`src/rtl/dseg_pkg.sv`:
```
package dseg_pkg;

   // Packing engine state
   typedef enum logic [1:0] {
      ST_ALIGN = 2'd0,   // no words held, input passes straight through
      ST_SHIFT = 2'd1,   // carry holds the upper part of a packet started at mid
      ST_TAIL  = 2'd2    // carry holds an ending tail of at most half a bus
   } dseg_state_e;

   // Output word source
   typedef enum logic [1:0] {
      SEL_PASS  = 2'd0,  // whole bus from the input
      SEL_JOIN  = 2'd1,  // carry in the upper half, input upper half below it
      SEL_CARRY = 2'd2,  // carry in the upper half, lower half idle
      SEL_NONE  = 2'd3
   } dseg_sel_e;

endpackage

```
`src/rtl/dseg_carry.sv`:
```
module dseg_carry #(
   parameter int WORD_W = 64,
   parameter int HALF   = 4,
   parameter int CNT_W  = 4
) (
   input  logic                   clk,
   input  logic                   rst_n,
   input  logic                   load,
   input  logic [WORD_W*HALF-1:0] ld_data,
   input  logic [CNT_W-1:0]       ld_cnt,
   input  logic                   ld_sop,
   output logic [WORD_W*HALF-1:0] q_data,
   output logic [CNT_W-1:0]       q_cnt,
   output logic                   q_sop
);

   always_ff @(posedge clk or negedge rst_n) begin
      if (!rst_n) begin
         q_data <= '0;
         q_cnt  <= '0;
         q_sop  <= 1'b0;
      end else if (load) begin
         q_data <= ld_data;
         q_cnt  <= ld_cnt;
         q_sop  <= ld_sop;
      end
   end

   // a held segment always has between one and HALF valid words
   p_carry_cnt_r2: assert property (@(posedge clk) disable iff (!rst_n)
      load |-> (ld_cnt != '0) && (ld_cnt <= CNT_W'(HALF)));

endmodule

```
`src/rtl/dseg_ctrl.sv`:
```
module dseg_ctrl
   import dseg_pkg::*;
#(
   parameter int WORDS = 8,
   parameter int CNT_W = 4
) (
   input  logic             clk,
   input  logic             rst_n,
   input  logic             pack_en,
   input  logic             in_valid,
   input  logic             in_sop,
   input  logic             in_eop,
   input  logic [CNT_W-1:0] in_cnt,
   input  logic             out_ready,
   input  logic [CNT_W-1:0] c_cnt,
   input  logic             c_sop,
   output logic             in_ready,
   output logic             out_valid,
   output dseg_sel_e        sel,
   output logic             f_sop_hi,
   output logic             f_sop_lo,
   output logic             f_eop,
   output logic [CNT_W-1:0] f_cnt,
   output logic             ld,
   output logic             ld_lo,
   output logic [CNT_W-1:0] ld_cnt,
   output logic             ld_sop
);

   localparam int HALF = WORDS / 2;
   localparam logic [CNT_W-1:0] HALF_C = CNT_W'(HALF);
   localparam logic [CNT_W-1:0] FULL_C = CNT_W'(WORDS);

   dseg_state_e state, nxt;

   logic [CNT_W-1:0] in_words;
   logic [CNT_W-1:0] join_words;
   logic [CNT_W-1:0] join_code;
   logic             small_end;
   logic             merge_ok;

   assign in_words   = (in_cnt == '0) ? FULL_C : in_cnt;
   assign small_end  = in_eop && (in_words <= HALF_C);
   assign join_words = HALF_C + in_words;
   assign join_code  = (join_words == FULL_C) ? '0 : join_words;
   // a following packet may fill the lower half unless it would also end there
   assign merge_ok   = pack_en && in_valid && !small_end;

   always_comb begin
      nxt      = state;
      in_ready = 1'b0;
      out_valid = 1'b0;
      sel      = SEL_NONE;
      f_sop_hi = 1'b0;
      f_sop_lo = 1'b0;
      f_eop    = 1'b0;
      f_cnt    = '0;
      ld       = 1'b0;
      ld_lo    = 1'b0;
      ld_cnt   = '0;
      ld_sop   = 1'b0;
      unique case (state)
         ST_ALIGN: begin
            in_ready = out_ready;
            if (pack_en && in_valid && small_end) begin
               // hold the short tail back, it may share a beat with the next start
               if (out_ready) begin
                  ld     = 1'b1;
                  ld_cnt = in_words;
                  ld_sop = in_sop;
                  nxt    = ST_TAIL;
               end
            end else begin
               out_valid = in_valid;
               sel       = SEL_PASS;
               f_sop_hi  = in_sop;
               f_eop     = in_eop;
               f_cnt     = in_eop ? in_cnt : '0;
            end
         end
         ST_TAIL: begin
            out_valid = 1'b1;
            f_sop_hi  = c_sop;
            f_eop     = 1'b1;
            f_cnt     = c_cnt;
            if (merge_ok) begin
               sel      = SEL_JOIN;
               f_sop_lo = 1'b1;
               in_ready = out_ready;
               if (out_ready) begin
                  ld    = 1'b1;
                  ld_lo = 1'b1;
                  if (in_eop) begin
                     ld_cnt = in_words - HALF_C;
                     nxt    = ST_TAIL;
                  end else begin
                     ld_cnt = HALF_C;
                     nxt    = ST_SHIFT;
                  end
               end
            end else begin
               sel = SEL_CARRY;
               if (out_ready) nxt = ST_ALIGN;
            end
         end
         ST_SHIFT: begin
            in_ready  = out_ready;
            out_valid = in_valid;
            sel       = SEL_JOIN;
            if (small_end) begin
               f_eop = 1'b1;
               f_cnt = join_code;
               if (in_valid && out_ready) nxt = ST_ALIGN;
            end else if (in_valid && out_ready) begin
               ld    = 1'b1;
               ld_lo = 1'b1;
               if (in_eop) begin
                  ld_cnt = in_words - HALF_C;
                  nxt    = ST_TAIL;
               end else begin
                  ld_cnt = HALF_C;
               end
            end
         end
         default: nxt = ST_ALIGN;
      endcase
   end

   always_ff @(posedge clk or negedge rst_n) begin
      if (!rst_n) state <= ST_ALIGN;
      else        state <= nxt;
   end

   // a midpoint start only beside an end that used at most half the bus
   p_mid_start_r3: assert property (@(posedge clk) disable iff (!rst_n)
      (out_valid && f_sop_lo) |-> (f_eop && (f_cnt != '0) && (f_cnt <= HALF_C)));

   // nothing is taken from upstream while downstream is stalled
   p_ready_hold_r9: assert property (@(posedge clk) disable iff (!rst_n)
      !out_ready |-> !in_ready);

   // a tail captured from an aligned beat is offered in the next cycle
   p_tail_emit_r8: assert property (@(posedge clk) disable iff (!rst_n)
      (ld && !ld_lo) |=> out_valid);

endmodule

```
`src/rtl/dseg_assemble.sv`:
```
module dseg_assemble
   import dseg_pkg::*;
#(
   parameter int WORD_W = 64,
   parameter int WORDS  = 8,
   parameter int CNT_W  = 4
) (
   input  dseg_sel_e                   sel,
   input  logic [WORD_W*WORDS-1:0]     in_data,
   input  logic [WORD_W*WORDS/2-1:0]   c_data,
   input  logic                        valid,
   input  logic                        eop,
   input  logic                        sop_lo,
   input  logic [CNT_W-1:0]            cnt,
   output logic [WORD_W*WORDS-1:0]     out_data
);

   localparam int HALF = WORDS / 2;

   logic [CNT_W-1:0] end_words;
   assign end_words = (cnt == '0) ? CNT_W'(WORDS) : cnt;

   for (genvar w = 0; w < WORDS; w++) begin : g_word
      localparam int  FROM_TOP = WORDS - 1 - w;
      localparam bit  LOWER    = (w < HALF);
      logic [WORD_W-1:0] join_w;
      logic [WORD_W-1:0] carry_w;
      logic [WORD_W-1:0] raw;
      logic              keep;

      if (w >= HALF) begin : g_hi
         assign join_w  = c_data[(w-HALF)*WORD_W +: WORD_W];
         assign carry_w = c_data[(w-HALF)*WORD_W +: WORD_W];
      end else begin : g_lo
         assign join_w  = in_data[(w+HALF)*WORD_W +: WORD_W];
         assign carry_w = '0;
      end

      always_comb begin
         unique case (sel)
            SEL_PASS:  raw = in_data[w*WORD_W +: WORD_W];
            SEL_JOIN:  raw = join_w;
            SEL_CARRY: raw = carry_w;
            default:   raw = '0;
         endcase
      end

      // words past the end are dropped unless a new packet fills the lower half
      assign keep = !eop || (CNT_W'(FROM_TOP) < end_words) || (sop_lo && LOWER);
      assign out_data[w*WORD_W +: WORD_W] = (valid && keep) ? raw : '0;
   end

endmodule

```
`src/rtl/dseg_packer.sv`:
```
module dseg_packer
   import dseg_pkg::*;
#(
   parameter int WORD_W     = 64,
   parameter int WORDS      = 8,
   parameter bit ALLOW_PACK = 1'b1,
   localparam int BUS_W     = WORD_W * WORDS,
   localparam int CNT_W     = $clog2(WORDS) + 1
) (
   input  logic             clk,
   input  logic             rst_n,
   input  logic             pack_en,
   input  logic             in_valid,
   output logic             in_ready,
   input  logic [BUS_W-1:0] in_data,
   input  logic             in_sop,
   input  logic             in_eop,
   input  logic [CNT_W-1:0] in_cnt,
   output logic             out_valid,
   input  logic             out_ready,
   output logic [BUS_W-1:0] out_data,
   output logic             out_sop_hi,
   output logic             out_sop_lo,
   output logic             out_eop,
   output logic [CNT_W-1:0] out_cnt
);

   localparam int HALF   = WORDS / 2;
   localparam int HALF_W = WORD_W * HALF;

   if (WORDS < 2 || (WORDS % 2) != 0) begin : g_bad_words
      $error("dseg_packer: WORDS must be even and at least 2");
   end
   if (WORD_W < 1) begin : g_bad_width
      $error("dseg_packer: WORD_W must be positive");
   end

   dseg_sel_e         sel;
   logic [HALF_W-1:0] c_data;
   logic [CNT_W-1:0]  c_cnt;
   logic              c_sop;

   if (ALLOW_PACK) begin : g_pack
      logic              ld;
      logic              ld_lo;
      logic [CNT_W-1:0]  ld_cnt;
      logic              ld_sop;
      logic [HALF_W-1:0] ld_data;

      assign ld_data = ld_lo ? in_data[HALF_W-1:0] : in_data[BUS_W-1 -: HALF_W];

      dseg_ctrl #(.WORDS(WORDS), .CNT_W(CNT_W)) u_ctrl (
         .clk       (clk),
         .rst_n     (rst_n),
         .pack_en   (pack_en),
         .in_valid  (in_valid),
         .in_sop    (in_sop),
         .in_eop    (in_eop),
         .in_cnt    (in_cnt),
         .out_ready (out_ready),
         .c_cnt     (c_cnt),
         .c_sop     (c_sop),
         .in_ready  (in_ready),
         .out_valid (out_valid),
         .sel       (sel),
         .f_sop_hi  (out_sop_hi),
         .f_sop_lo  (out_sop_lo),
         .f_eop     (out_eop),
         .f_cnt     (out_cnt),
         .ld        (ld),
         .ld_lo     (ld_lo),
         .ld_cnt    (ld_cnt),
         .ld_sop    (ld_sop)
      );

      dseg_carry #(.WORD_W(WORD_W), .HALF(HALF), .CNT_W(CNT_W)) u_carry (
         .clk     (clk),
         .rst_n   (rst_n),
         .load    (ld),
         .ld_data (ld_data),
         .ld_cnt  (ld_cnt),
         .ld_sop  (ld_sop),
         .q_data  (c_data),
         .q_cnt   (c_cnt),
         .q_sop   (c_sop)
      );
   end else begin : g_plain
      assign in_ready   = out_ready;
      assign out_valid  = in_valid;
      assign sel        = SEL_PASS;
      assign out_sop_hi = in_sop;
      assign out_sop_lo = 1'b0;
      assign out_eop    = in_eop;
      assign out_cnt    = in_eop ? in_cnt : '0;
      assign c_data     = '0;
      assign c_cnt      = '0;
      assign c_sop      = 1'b0;
   end

   dseg_assemble #(.WORD_W(WORD_W), .WORDS(WORDS), .CNT_W(CNT_W)) u_asm (
      .sel      (sel),
      .in_data  (in_data),
      .c_data   (c_data),
      .valid    (out_valid),
      .eop      (out_eop),
      .sop_lo   (out_sop_lo),
      .cnt      (out_cnt),
      .out_data (out_data)
   );

   // History of the last transferred beat, for the spacing checks
   logic             out_fire;
   logic [CNT_W-1:0] out_words;
   logic             last_lo;
   logic             last_eop;
   logic [CNT_W-1:0] last_end;

   assign out_fire  = out_valid && out_ready;
   assign out_words = (out_cnt == '0) ? CNT_W'(WORDS) : out_cnt;

   always_ff @(posedge clk or negedge rst_n) begin
      if (!rst_n) begin
         last_lo  <= 1'b0;
         last_eop <= 1'b0;
         last_end <= '0;
      end else if (out_fire) begin
         last_lo  <= out_sop_lo;
         last_eop <= out_eop;
         last_end <= out_words;
      end
   end

   // one start position per beat
   p_one_start_r4: assert property (@(posedge clk) disable iff (!rst_n)
      out_valid |-> !(out_sop_hi && out_sop_lo));

   // a midpoint start is never followed by a top start in the next beat
   p_start_gap_r5: assert property (@(posedge clk) disable iff (!rst_n)
      (out_fire && last_lo) |-> !out_sop_hi);

   // two ends on consecutive beats are a full bus apart
   p_end_gap_r6: assert property (@(posedge clk) disable iff (!rst_n)
      (out_fire && out_eop && last_eop) |-> (out_words >= last_end));

   // packing disabled means no midpoint start
   p_pack_off_r7: assert property (@(posedge clk) disable iff (!rst_n)
      (out_valid && !pack_en) |-> !out_sop_lo);

endmodule

```
`config.mk`:
```
export PLATFORM = sky130hd
export DESIGN_NAME = dseg_packer
export DESIGN_NICKNAME = d
export VERILOG_FILES = /design/src/rtl/dseg_pkg.sv /design/src/rtl/dseg_carry.sv /design/src/rtl/dseg_ctrl.sv /design/src/rtl/dseg_assemble.sv /design/src/rtl/dseg_packer.sv
export SDC_FILE = /design/constraint.sdc
export NUM_CORES = 1
export LEC_CHECK = 0
export CORE_AREA = 2 2 410 412
export DETAILED_ROUTE_END_ITERATION = 16
export DIE_AREA = 0 0 412 414
export HOLD_SLACK_MARGIN = 0.06
export PLACE_DENSITY_LB_ADDON = 0.3
export SYNTH_ARGS = -nofsm -noshare
export SYNTH_HDL_FRONTEND = slang
export SYNTH_SLANG_ARGS = --single-unit
```
`constraint.sdc`:
```
create_clock -name clk -period 6.2 [get_ports clk]
set_input_delay 1.86 -clock clk [delete_from_list [all_inputs] [get_ports clk]]
set_output_delay 1.86 -clock clk [all_outputs]
set_load 0.05 [all_outputs]
```
==> results of run 1 <==
logic make-up after synthesis:
group / after synthesis
buf+inv: 393
flops: 263
xor+xnor: 2
mux: 259
simple gates: 569
fa+ha+maj: 5
compound gates: 1314
placed cells by master, fill, tap and decap left out, types with 3 or more instances in the layout:
cell             instances
buf_12                 521
clkdlybuf4s50_1        514
a22oi_1                486
nor2_1                 394
buf_4                  365
dfrtp_1                263
a21oi_1                260
o22a_1                 257
mux2i_1                256
a211oi_2               188
nor3_2                 129
a211oi_4                66
clkbuf_16               46
a22oi_2                 27
buf_6                   21
nand2_1                 13
inv_1                   11
clkbuf_8                 7
nor3_1                   6
clkbuf_1                 6
buf_16                   6
bufinv_16                5
clkinv_2                 5
bufbuf_16                5
diode_2                  4
nor3_4                   4
nand3_1                  4
o21ai_0                  3
a211oi_1                 3
ha_1                     3
buf_8                    3
cell type report:
type | instances | area [um2]
timing repair buffer | 1442 | 19030
tap | 2204 | 2758
inverter | 12 | 45.04
fill | 17416 | 119000
antenna | 4 | 10.01
sequential | 263 | 6581
clock inverter | 12 | 191.4
multi-input combinational | 2149 | 17450
clock buffer | 56 | 1195
stage by stage:
step / TNS, ns / area, um2 / setup WS [ns]
5_1_grt: -0.8550 / 47250 / -0.04573
3_5_place_dp: -251.74 / 44880 / -1.071
2_1_floorplan: -6.830 / 25110 / -0.4052
3_3_place_gp: -266.14 / 44880 / -1.133
4_1_cts: -0.06738 / 46950 / -0.01040
6_report: 0 / 47250 / 0.006174
path summary, 6_finish.rpt:
check                                                 startpoint                                      to  slack (ns)  cells after the start
max                                                    in_cnt[3]                           out_data[110]       0.006                      9
min                        g_pack.u_carry.q_data[34]$_DFFE_PN0P_   g_pack.u_carry.q_data[34]$_DFFE_PN0P_        0.51                      1
max reg2reg                   g_pack.u_ctrl.state[0]$_DFFE_PN0P_  g_pack.u_carry.q_data[159]$_DFFE_PN0P_        2.97                      8
min reg2reg                g_pack.u_carry.q_data[34]$_DFFE_PN0P_   g_pack.u_carry.q_data[34]$_DFFE_PN0P_        0.51                      1
max in group asynchronous                                  rst_n   g_pack.u_carry.q_data[64]$_DFFE_PN0P_        3.62                      3
min in group asynchronous                                  rst_n  g_pack.u_carry.q_data[242]$_DFFE_PN0P_        1.31                      1
timing repair:
action | 4_1_cts | 5_1_grt
pin swaps | 29 | 13
setup endpoints to repair | 512 | 303
setup buffers | 14 | 5
gates cloned | 7 | 3
gates resized for setup | 90 | 44
metal layers:
layer | global-route usage (%) | up-vias | routed length, um
met5 | 0 | - | 13
met4 | 6.044 | 2 | 5767
met3 | 2.891 | 201 | 8724
met2 | 31.00 | 1114 | 80230
met1 | 23.88 | 15020 | 70910
li1 | - | 13117 | -
worst register-to-register path, stage by stage (launching register included):
cell and delay [ns]:
dfrtp_1 0.46, inv_1 0.16, ha_1 0.56, a21oi_1 0.24, nor3_2 0.38, buf_12 0.34
buf_12 0.41, a21oi_1 0.32, o22a_1 0.21
sequential cells by signal (all words and copies together), names as in the netlist:
| signal | flops |
|---|---|
| g_pack.u_carry.q_data | 256 |
| g_pack.u_carry.q_cnt | 4 |
| g_pack.u_ctrl.state | 2 |
| g_pack.u_carry.q_sop | 1 |
==> flow_summary.ini, run 1 <==
[cts]
path_clk_slew_ns = 0.05
insertion_delay_ns = 0.61
cts_root_buffer = clkbuf_16
cts_buffers = 41
hold_buffers = 0
ctsLongestPathBuffers = 3
htree_levels = 2
clock-sinks = 263
cts_tree = done

[logic_synthesis]
synth_edf_count = 0
synth_area_leaders = dfrtp_1 28%, a22oi_1 17%, mux2i_1 11%
yosysSeqAreaShare_pct = 28.42
yosysMostFrequentCell = a22oi_1
syn_inst = 2805
synthFlopType = dfrtp_1
yosysTopAreaCell = dfrtp_1
ys_warn_count = 0
netlist_top_cells_count = 513 x a22oi_1, 396 x nor2_1, 297 x clkbuf_1
yosys.area_share.adder_pct = 0.2701
synth-compound-area-share_pct = 42.69
synthArstFlopShare_pct = 100.0
syn-cell-area_um2 = 23160
yosys-mux-area-fraction_pct = 11.21
synth_top_family_by_area = compound AO/OA/AOI/OAI gates
ys_ff_latch = 263
syn_avg_cell_area_um2 = 8.257
synth_xor_area_share_pct = 0.07563
netlist.area_leader.share_pct = 28.42
synthesis.nets = 3333
synthSimpleGateAreaFrac_pct = 10.35
post_synth_num_cell_types = 55

[timing]
whs_ns = 0.5056
worstMarginPinSlew_ns = 1.295
rsz0062_at_grt = true
max_freq_ghz = 0.1615
setup_viol = 0
fin_crit_sh_pct = 99.90
slew_headroom_pct = 13.67
finalMaxSlewViolations = 0
min_period_ns = 6.194
skew_ns = 0.02188
hold_viol = 0

[grt]
track_usage_pct = 18.44
grt_remaining_overflow = 0
grt_start_max_net_pins = 145
grt_pass1_vias = 28862
antenna_found_initial = 13
grt_pass1_wl_um = 229700

[critical_path]
slowest_delay_ns = 0.67
cp_max_fo = 8
start_kind = input port
cp_top_family = simple AND/OR/NAND/NOR gates
crit_arrival_ns = 4.33
end_kind = output port
worstPathBufferInverterCount = 4
worstPathCellList = buf_8, nand2b_4, or4_4, o211a_4, or4_4, buf_12, a211oi_4, buf_4, buf_12
required_ns = 4.34
cp_slowest_cell = or4_4
timing_worst_setup_path_type = in2out

[die]
ios = 1044
die_y_um = 414
row_count = 150
coreArea_um2 = 166300
chipWidth_um = 412
die_area_um2 = 170600
start_util_pct = 13.93

[place]
routabilityCongestion = 0.9420
io_buffers = 1043
placedCellCount = 6044
hpwl_um = 124300

[route]
dr_total_vias = 29454
drt.antenna.violating_nets = 0
viasPerCell = 4.796
first_iter_violations = 2357
wire_per_inst_um = 26.97
drc = 0
wirelength_um = 165600
dr.pass1.iters = 5

[hold_path]
min_path_type = reg2reg

[cells_and_area]
stdcell_count = 6142
fin_nets = 4437
drive_gt1_share_pct = 36.48
final_core_util_pct = 28.42
syn_to_final_growth_pct = 104.0

[flow_run]
maxCapViolations = 0

[outcome]
status = finished clean
Power of run 1 is not shown: default switching activity piles up to over one toggle a cycle in this logic, so the estimate is an artifact.
==> inputs of run 2 (changes only) <==
--- a/config.mk
+++ b/config.mk
@@ -10,6 +10,7 @@
 export DIE_AREA = 0 0 412 414
 export HOLD_SLACK_MARGIN = 0.06
 export PLACE_DENSITY_LB_ADDON = 0.3
+export SETUP_SLACK_MARGIN = 0.5
 export SYNTH_ARGS = -nofsm -noshare
 export SYNTH_HDL_FRONTEND = slang
 export SYNTH_SLANG_ARGS = --single-unit
==> flow_summary.ini, run 2 (synthesis gave the netlist of run 1 again) <==
[outcome]
status = complete, but fails checks
violations = setup timing

[critical_path]
timing_worst_setup_path_type = in2out
startpoint = in_cnt[1]
crit_arrival_ns = 4.52
timing.rr.end = g_pack.u_carry.q_data[150]$_DFFE_PN0P_
end_kind = output port
cp_max_fo = 5
r2r_slack_ns = 2.89
r2r_start = g_pack.u_ctrl.state[0]$_DFFE_PN0P_
required_ns = 4.34
r2r_cells = 8
start_kind = input port

[die]
chipWidth_um = 412
start_util_pct = 13.93
die_area_um2 = 170600
die_y_um = 414
ios = 1044
row_count = 150
coreArea_um2 = 166300

[grt]
grt_pass1_vias = 30572
grt_pass1_wl_um = 232200
grt_start_max_net_pins = 119
track_usage_pct = 18.38
grt_remaining_overflow = 0
antenna_found_initial = 12

[cts]
ctsLongestPathBuffers = 3
clock-sinks = 263
cts_buffers = 40
cts_tree = done
cts_root_buffer = clkbuf_16
hold_buffers = 0
insertion_delay_ns = 0.60
htree_levels = 2
path_clk_slew_ns = 0.05

[route]
drc = 0
drt.antenna.violating_nets = 0
dr_total_vias = 30235
wire_per_inst_um = 26.65
wirelength_um = 168300
viasPerCell = 4.788
dr.pass1.iters = 6
first_iter_violations = 2217

[cells_and_area]
stdcell_count = 6315
fillers = 17090
syn_to_final_growth_pct = 119.4
final_area_um2 = 50820
top_regs = g_pack.u_carry.q_data: 256 flops, g_pack.u_carry.q_cnt: 4 flops, g_pack.u_ctrl.state: 2 flops
fin_nets = 4606
drive_gt1_share_pct = 39.41
final_cell_mix = 514 x clkdlybuf4s50_1, 430 x a22oi_1, 415 x buf_12
regMostFlops = g_pack.u_carry.q_data
final_common_cell = clkdlybuf4s50_1
largest_register_ffs = 256

[timing]
slew_headroom_pct = 34.46
hold_viol = 0
rsz0062_at_grt = true
skew_ns = 0.02806
worstMarginPinSlew_ns = 0.9830
max_freq_ghz = 0.1567
fin_crit_sh_pct = 103.0
setup_ws_ns = -0.1833
finalMaxSlewViolations = 0
min_period_ns = 6.383
setup_viol = 307

[flow_run]
maxCapViolations = 0

[place]
hpwl_um = 117600
placedCellCount = 6061
routabilityCongestion = 0.9092
io_buffers = 1043
postPlaceCellArea_um2 = 43770

[hold_path]
hold_path_end = g_pack.u_carry.q_data[243]$_DFFE_PN0P_
worst_hold_path.num_cells = 1
min-delay-start = g_pack.u_carry.q_data[243]$_DFFE_PN0P_
min_path_type = reg2reg
## run 2: changes by cell type in the layout (fill, tap and decap cells not counted), sizes merged, moves of 3 or more
cell	previous run	this run
bufbuf	5	8
bufinv	5	0
clkbuf	60	76
buf	918	1075
## run 2: worst max path at each step
stage | endpoint | cells after the start
final | out_data[80] | 16
after global routing | out_data[80] | 16
after CTS | out_data[113] | 15
after detailed placement | out_data[507] | 12
after global placement | out_data[507] | 12
after floorplan | out_data[379] | 7
## run 2: final cells by class
| cell class | count | area (um2) | share of cell area, % |
|---|---|---|---|
| Timing Repair Buffer | 1611 | 21030 | 41.38 |
| Multi-Input combinational cell | 2150 | 19120 | 37.63 |
| Sequential cell | 263 | 6581 | 12.95 |
| Tap cell | 2204 | 2758 | 5.427 |
| Clock buffer | 62 | 1215 | 2.391 |
| Clock inverter | 10 | 62.56 | 0.1231 |
| Inverter | 12 | 45.04 | 0.08864 |
| Antenna cell | 3 | 7.507 | 0.01477 |
## run 2: stage by stage
step	util (%)	hold slack, ns	TNS [ns]	worst slack, ns
final	30.56	0.5071	-22.71	-0.1833
after global routing	30.56	0.5144	-35.35	-0.2324
after CTS	29.40	0.5109	-2.956	-0.1171
after detailed placement	26.33	0.4976	-274.89	-0.9769
after global placement	26.33	0.4902	-253.44	-0.9664
after floorplan	-	0.4725	-7.543	-0.1292
## run 2: worst max-delay path, cell delays in order
cell	delay, ns
buf_6	0.10
buf_12	0.12
o21a_4	0.22
buf_6	0.11
or3_4	0.35
a211oi_4	0.28
buf_6	0.15
a2111oi_4	0.04
clkbuf_16	0.17
buf_6	0.11
buf_12	0.12
buf_16	0.16
buf_8	0.14
buf_6	0.11
a211oi_4	0.26
buf_6	0.20
## run 2: layer usage
metal	up-vias	global-route usage, %	share of wire (%)
met5	-	0	0.034
met2	1109	32.35	51
li1	13372	-	-
met1	15544	22.66	41
met4	10	5.369	3.0
met3	200	3.262	5.7
## run 2: repair_timing
action,CTS,global route
gates resized for setup,519,212
gates cloned,32,18
setup endpoints to repair,519,513
buffers inserted,77,52
pin swaps,107,77
Power of run 2 is left out for the same reason.
